$ cat config.mk
export PLATFORM = sky130hd
export DESIGN_NAME = hbridge_phase_drv
export DESIGN_NICKNAME = d
export VERILOG_FILES = /design/src/rtl/hbd_pkg.sv /design/src/rtl/hbd_rst_sync.sv /design/src/rtl/hbd_sense_sync.sv /design/src/rtl/hbd_ovl_mon.sv /design/src/rtl/hbd_phase_seq.sv /design/src/rtl/hbridge_phase_drv.sv
export SDC_FILE = /design/constraint.sdc
export NUM_CORES = 1
export LEC_CHECK = 0
export BUFFER_PORTS_ARGS = -buffer_cell sky130_fd_sc_hd__buf_2
export CORE_ASPECT_RATIO = 1.2
export CORE_MARGIN = 3
export CORE_UTILIZATION = 45
export DETAILED_ROUTE_END_ITERATION = 8
export GPL_TIMING_DRIVEN = 0
export SLEW_MARGIN = 5
export SYNTH_ARGS = -nofsm -noshare
export SYNTH_HDL_FRONTEND = slang
export SYNTH_SLANG_ARGS = --single-unit
$ cat constraint.sdc
create_clock -name clk -period 1.8 [get_ports clk]
set_input_delay 0.27 -clock clk [delete_from_list [all_inputs] [get_ports clk]]
set_output_delay 0.27 -clock clk [all_outputs]
set_load 0.03 [all_outputs]
$ cat src/rtl/hbd_pkg.sv
package hbd_pkg;
  typedef enum logic {
    OVL_RUN  = 1'b0,
    OVL_SHUT = 1'b1
  } ovl_state_e;
endpackage

$ cat src/rtl/hbd_rst_sync.sv
module hbd_rst_sync #(
  parameter int STAGES = 2
) (
  input  logic clk,
  input  logic rst_n,
  output logic rst_ni
);
  logic [STAGES-1:0] sh_q;

  always_ff @(posedge clk or negedge rst_n) begin
    if (!rst_n) sh_q <= '0;
    else        sh_q <= {sh_q[STAGES-2:0], 1'b1};
  end

  assign rst_ni = sh_q[STAGES-1];
endmodule

$ cat src/rtl/hbd_sense_sync.sv
module hbd_sense_sync #(
  parameter int STAGES = 2
) (
  input  logic clk,
  input  logic rst_ni,
  input  logic ocs_n,
  output logic ovl_act
);
  logic [STAGES-1:0] sh_q;
  logic [STAGES-1:0] sh_d;

  always_comb sh_d = {sh_q[STAGES-2:0], ocs_n};

  always_ff @(posedge clk or negedge rst_ni) begin
    if (!rst_ni) sh_q <= '1;
    else         sh_q <= sh_d;
  end

  assign ovl_act = ~sh_q[STAGES-1];
endmodule

$ cat src/rtl/hbd_ovl_mon.sv
module hbd_ovl_mon
  import hbd_pkg::*;
#(
  parameter int TMO_CYC   = 1048576,
  parameter int RETRY_CYC = 4000000
) (
  input  logic clk,
  input  logic rst_ni,
  input  logic ovl_act,
  input  logic xition,
  output logic shut
);
  localparam int TW = $clog2(TMO_CYC + 1);
  localparam int RW = $clog2(RETRY_CYC + 1);
  localparam logic [TW-1:0] TMO_LAST   = TW'(TMO_CYC - 1);
  localparam logic [RW-1:0] RETRY_LAST = RW'(RETRY_CYC - 1);

  ovl_state_e    st_q, st_d;
  logic [TW-1:0] tmr_q, tmr_d;
  logic          tmo_q, tmo_d;
  logic [RW-1:0] rty_q, rty_d;
  logic          tmr_en, rty_en;
  logic          trip;

  always_comb begin
    trip   = (st_q == OVL_RUN) && xition && tmo_q && ovl_act;
    st_d   = st_q;
    tmr_d  = tmr_q;
    tmo_d  = tmo_q;
    rty_d  = rty_q;
    tmr_en = 1'b0;
    rty_en = 1'b0;
    unique case (st_q)
      OVL_RUN: begin
        tmr_en = 1'b1;
        if (trip) begin
          st_d   = OVL_SHUT;
          tmr_d  = '0;
          tmo_d  = 1'b0;
          rty_en = 1'b1;
          rty_d  = RETRY_LAST;
        end else if (!ovl_act) begin
          tmr_d = '0;
          tmo_d = 1'b0;
        end else if (tmr_q == TMO_LAST) begin
          tmo_d = 1'b1;
        end else begin
          tmr_d = tmr_q + 1'b1;
        end
      end
      OVL_SHUT: begin
        tmr_en = 1'b1;
        tmr_d  = '0;
        tmo_d  = 1'b0;
        if (rty_q == '0) begin
          st_d = OVL_RUN;
        end else begin
          rty_en = 1'b1;
          rty_d  = rty_q - 1'b1;
        end
      end
      default: st_d = OVL_RUN;
    endcase
  end

  always_ff @(posedge clk or negedge rst_ni) begin
    if (!rst_ni) begin
      st_q  <= OVL_RUN;
      tmr_q <= '0;
      tmo_q <= 1'b0;
      rty_q <= '0;
    end else begin
      st_q <= st_d;
      if (tmr_en) begin
        tmr_q <= tmr_d;
        tmo_q <= tmo_d;
      end
      if (rty_en) rty_q <= rty_d;
    end
  end

  assign shut = (st_q == OVL_SHUT);
endmodule

$ cat src/rtl/hbd_phase_seq.sv
module hbd_phase_seq #(
  parameter int DEAD_CYC = 32
) (
  input  logic clk,
  input  logic rst_ni,
  input  logic dcc_in,
  input  logic shut,
  output logic lvl,
  output logic xition,
  output logic ph_hi,
  output logic ph_lo
);
  localparam int CW = $clog2(DEAD_CYC + 1);
  localparam logic [CW-1:0] DEAD_LAST = CW'(DEAD_CYC - 1);

  logic          lvl_q, lvl_d;
  logic          pend_q, pend_d;
  logic [CW-1:0] cnt_q, cnt_d;
  logic          hi_q, hi_d, lo_q, lo_d;
  logic          cnt_en;

  always_comb begin
    xition = dcc_in ^ lvl_q;
    lvl_d  = dcc_in;
    pend_d = pend_q;
    cnt_d  = cnt_q;
    hi_d   = hi_q;
    lo_d   = lo_q;
    cnt_en = 1'b0;
    if (xition || shut) begin
      hi_d   = 1'b0;
      lo_d   = 1'b0;
      pend_d = 1'b1;
      cnt_en = 1'b1;
      cnt_d  = DEAD_LAST;
    end else if (pend_q) begin
      if (cnt_q == '0) begin
        hi_d   = lvl_q;
        lo_d   = ~lvl_q;
        pend_d = 1'b0;
      end else begin
        cnt_en = 1'b1;
        cnt_d  = cnt_q - 1'b1;
      end
    end
  end

  always_ff @(posedge clk or negedge rst_ni) begin
    if (!rst_ni) begin
      lvl_q  <= 1'b0;
      pend_q <= 1'b1;
      cnt_q  <= DEAD_LAST;
      hi_q   <= 1'b0;
      lo_q   <= 1'b0;
    end else begin
      lvl_q  <= lvl_d;
      pend_q <= pend_d;
      hi_q   <= hi_d;
      lo_q   <= lo_d;
      if (cnt_en) cnt_q <= cnt_d;
    end
  end

  assign lvl   = lvl_q;
  assign ph_hi = hi_q;
  assign ph_lo = lo_q;
endmodule

$ cat src/rtl/hbridge_phase_drv.sv
module hbridge_phase_drv #(
  parameter int DEAD_CYC    = 32,
  parameter int OVL_TMO_CYC = 1048576,
  parameter int RETRY_CYC   = 4000000,
  parameter int SYNC_STAGES = 2
) (
  input  logic clk,
  input  logic rst_n,
  input  logic dcc_in,
  input  logic ocs_n,
  output logic ph1_drv,
  output logic ph2_drv,
  output logic dcc_out,
  output logic ovl_alarm
);
  logic rst_ni;
  logic ovl_act;
  logic xition;
  logic shut;

  hbd_rst_sync #(.STAGES(SYNC_STAGES)) u_rst_sync (
    .clk    (clk),
    .rst_n  (rst_n),
    .rst_ni (rst_ni)
  );

  hbd_sense_sync #(.STAGES(SYNC_STAGES)) u_sense_sync (
    .clk     (clk),
    .rst_ni  (rst_ni),
    .ocs_n   (ocs_n),
    .ovl_act (ovl_act)
  );

  hbd_ovl_mon #(.TMO_CYC(OVL_TMO_CYC), .RETRY_CYC(RETRY_CYC)) u_ovl_mon (
    .clk     (clk),
    .rst_ni  (rst_ni),
    .ovl_act (ovl_act),
    .xition  (xition),
    .shut    (shut)
  );

  hbd_phase_seq #(.DEAD_CYC(DEAD_CYC)) u_phase_seq (
    .clk    (clk),
    .rst_ni (rst_ni),
    .dcc_in (dcc_in),
    .shut   (shut),
    .lvl    (dcc_out),
    .xition (xition),
    .ph_hi  (ph1_drv),
    .ph_lo  (ph2_drv)
  );

  assign ovl_alarm = shut;
endmodule

==> out/metrics.csv <==
metric,value,unit
Async SR Flop Fraction,1.00,
syn_nets,305,
violated checks,negative setup slack,
startpoint types,register,
initial antenna violation count,0,
fin crit period,2.08,ns
core footprint,6210,um^2
fin. max-slew vios,0,
Total Power,3.04,mW
FILL cells,466,
Max Freq,480,MHz
Inst Count DP,387,
Detail Route Antenna Nets,0,
Root Driver,clkbuf_8,
"Core Util, Final",0.663,
RSZ-0062 raised after global routing,yes,
Die Ht,94.7,um
clk_skew,0.00945,ns
critical-path maximum fanout,3,
Post-Synthesis Cells,297,
CP endpoint kind,register,
largest net degree at the start of global routing,40,
outcome,"complete, but fails checks",
CTS sink count,59,
area share of the largest cell type after synthesis,0.433,
Clock Path Buffers,2,
Cells on Worst Hold Path,1,
endpoints failing hold,0,
crit share post-route,1.16,
Post-synth EDFFs,0,
YS warnings,0,
Non-Filler Instances,453,
Area contributors post-synth,"dfrtp_1 43%, dfstp_2 7.1%, nand2_1 4.2%",
PD cells,739,nW/um^2
CTS buffer count,9,
die area,7560,um^2
drt first pass iters,4,
"Req. time, crit path",2.01,ns
Slew @ Worst Pin,0.510,ns
GPL Wtd Cong,0.833,
DP Area,3120,um^2
Main synth FF type,dfrtp_1,
hpwl dp,3900,um
CTS tree,done,
reg2reg end,u_ovl_mon.rty_q[17],
"Clk Latency, worst-skew pair",0.34,ns
Post-Syn Area,2950,um^2
WHS Endpoint,u_sense_sync.sh_q[0],
routed wire length,7090,um
worst reg-to-reg setup slack,-0.28,ns
post-synth top area cell,dfrtp_1,
leakage power,1.60,nW
Post-Syn Area per Cell,9.93,um^2
final net count,374,
Max transition margin,0.657,
vias per cell,5.63,
GRT Total Usage,0.185,
max-cap violations,0,
DRC,0,
number of H-tree levels,3,
CTS clock-pin slew for the worst setup and hold paths,0.08,ns
vias in the first global route,2468,
grt ovf,0,
starting density of the core,0.475,
DR iter-0 viols,129,
RR Startpoint,u_ovl_mon.rty_q[5],
layout cell share with drive strength beyond 1,0.402,
path type of the worst min-delay path,in2reg,
Worst Slack Setup Final,-0.283,ns
first-pass GRT wire length,11000,um
# rows,31,
Horiz. Die Dim,79.9,um
Vias,2550,
FF-to-FF path depth,6,
antenna cells,0,
area delta synth->final,39.5,%
most numerous cell in the Yosys netlist,dfrtp_1,
"FF+latch count, synth",59,
Commonest cells post-synth,"51 x dfrtp_1, 33 x nand2_1, 30 x nor2_1",
Routed wire per std cell,15.7,um
worst setup path start,u_ovl_mon.rty_q[5],
synth unique cells,49,
count of final setup violators,17,
fin area,4110,um^2
Peak supply drop,0.000575,V
Setup CP Type,reg2reg,
Ports,8,
CP arrival,2.30,ns
min-delay src,ocs_n,
sequential area share after synthesis,0.504,
IO Port Bufs,7,
## cells by family (layout without fill, tap and decap cells)
| kind of cell | Yosys count | in the layout | synth area share |
|---|---|---|---|
| DFF | 59 | 59 | 0.504 |
| and+or+nand+nor | 142 | 142 | 0.259 |
| adders and majority gates | 4 | 4 | 0.0170 |
| buffers and inverters | 14 | 88 | 0.0183 |
| xor gates and xnor gates | 25 | 25 | 0.0743 |
| AOI/OAI and AO/OA | 46 | 46 | 0.105 |
| muxes | 6 | 6 | 0.0208 |
| other | 1 | 1 | 0.00127 |
## state kept, by name, summed over array words and instances (netlist names)
signal              flops
u_ovl_mon.rty_q        22
u_phase_seq.cnt_q       6
u_phase_seq.pend_q      1
u_ovl_mon.tmr_q        21
u_rst_sync.sh_q         2
u_phase_seq.lvl         1
u_phase_seq.ph_lo       1
u_ovl_mon.shut          1
u_ovl_mon.tmo_q         1
u_sense_sync.sh_q       2
u_phase_seq.ph_hi       1
## critical path, stage by stage, from the launching register on
cell and delay, ns:
dfrtp_2 0.42, or4_4 0.57, nor4b_4 0.28, buf_4 0.17, o21ai_2 0.06, or3_1 0.33
mux2i_1 0.13
## power by group
| group | total (mW) | leakage (nW) | switching (mW) | internal (mW) |
|---|---|---|---|---|
| clock network | 1.66 | 0.133 | 0.559 | 1.10 |
| registers | 1.35 | 0.694 | 0.0116 | 1.33 |
| logic | 0.0352 | 0.772 | 0.0251 | 0.0101 |
## per-layer routing
layer  vias up  routed length [um]  global-route usage
met3        14                 156              0.0324
met5         -                   0                   0
met2        45                3570               0.294
met1      1272                3210               0.238
li1       1219                   -                   -
met4         0                 158               0.103
## per-stage QoR
stage	hold WS (ns)	setup TNS, ns	setup WS, ns
4_1_cts	0.0227	-1.91	-0.293
2_1_floorplan	-0.0256	-1.01	-0.189
3_3_place_gp	0.0558	-41.57	-0.653
3_5_place_dp	0.0557	-8.82	-0.450
5_1_grt	0.0219	-3.72	-0.349
6_report	0.0397	-1.93	-0.283
## worst max path at each step
| stage | slack, ns | cells past startpoint | endpoint |
|---|---|---|---|
| 2_1_floorplan | -0.19 | 5 | u_ovl_mon.rty_q[11] |
| 3_3_place_gp | -0.65 | 0 | u_ovl_mon.rty_q[21] |
| 3_5_place_dp | -0.45 | 5 | u_ovl_mon.rty_q[5] |
| 4_1_cts | -0.29 | 5 | u_ovl_mon.rty_q[11] |
| 5_1_grt | -0.35 | 6 | u_ovl_mon.rty_q[17] |
| 6_report | -0.28 | 6 | u_ovl_mon.rty_q[17] |
## final cells by class
type | instances | area [um^2] | area share
repair buffers | 59 | 472 | 0.115
clock buffers | 10 | 138 | 0.0335
multi-input cells | 224 | 1700 | 0.413
inverters | 7 | 26.3 | 0.00639
well taps | 82 | 103 | 0.0249
clock inverters | 6 | 136 | 0.0332
plain buffers | 6 | 38.8 | 0.00943
flip-flops and latches | 59 | 1500 | 0.364
## timing repair
item | in CTS | in global routing
hold endpoints to repair | 2 | 0
pin swaps | 15 | 23
cloned | 0 | 0
gates resized for setup | 28 | 53
endpoints found under the setup margin | 41 | 45
hold buffers | 1 | 0
setup buffers | 19 | 31
## layout by cell type (no fill, tap or decap), types with 4 or more instances in the layout
cell type,n
buf_4,44
dfrtp_1,41
nor2_1,29
nand2_1,29
xnor2_1,13
a21oi_1,13
xor2_1,12
nand3_1,11
clkbuf_8,10
dfrtp_2,10
buf_2,9
nand4_1,9
dfstp_2,8
nor4_4,7
o211ai_1,7
inv_1,6
o21ai_0,6
buf_6,6
nor3_1,6
or4_4,5
or3_1,5
mux2i_1,5
nor3_2,5
o31ai_1,5
bufinv_16,4
Power figures use the tool's default switching activity.
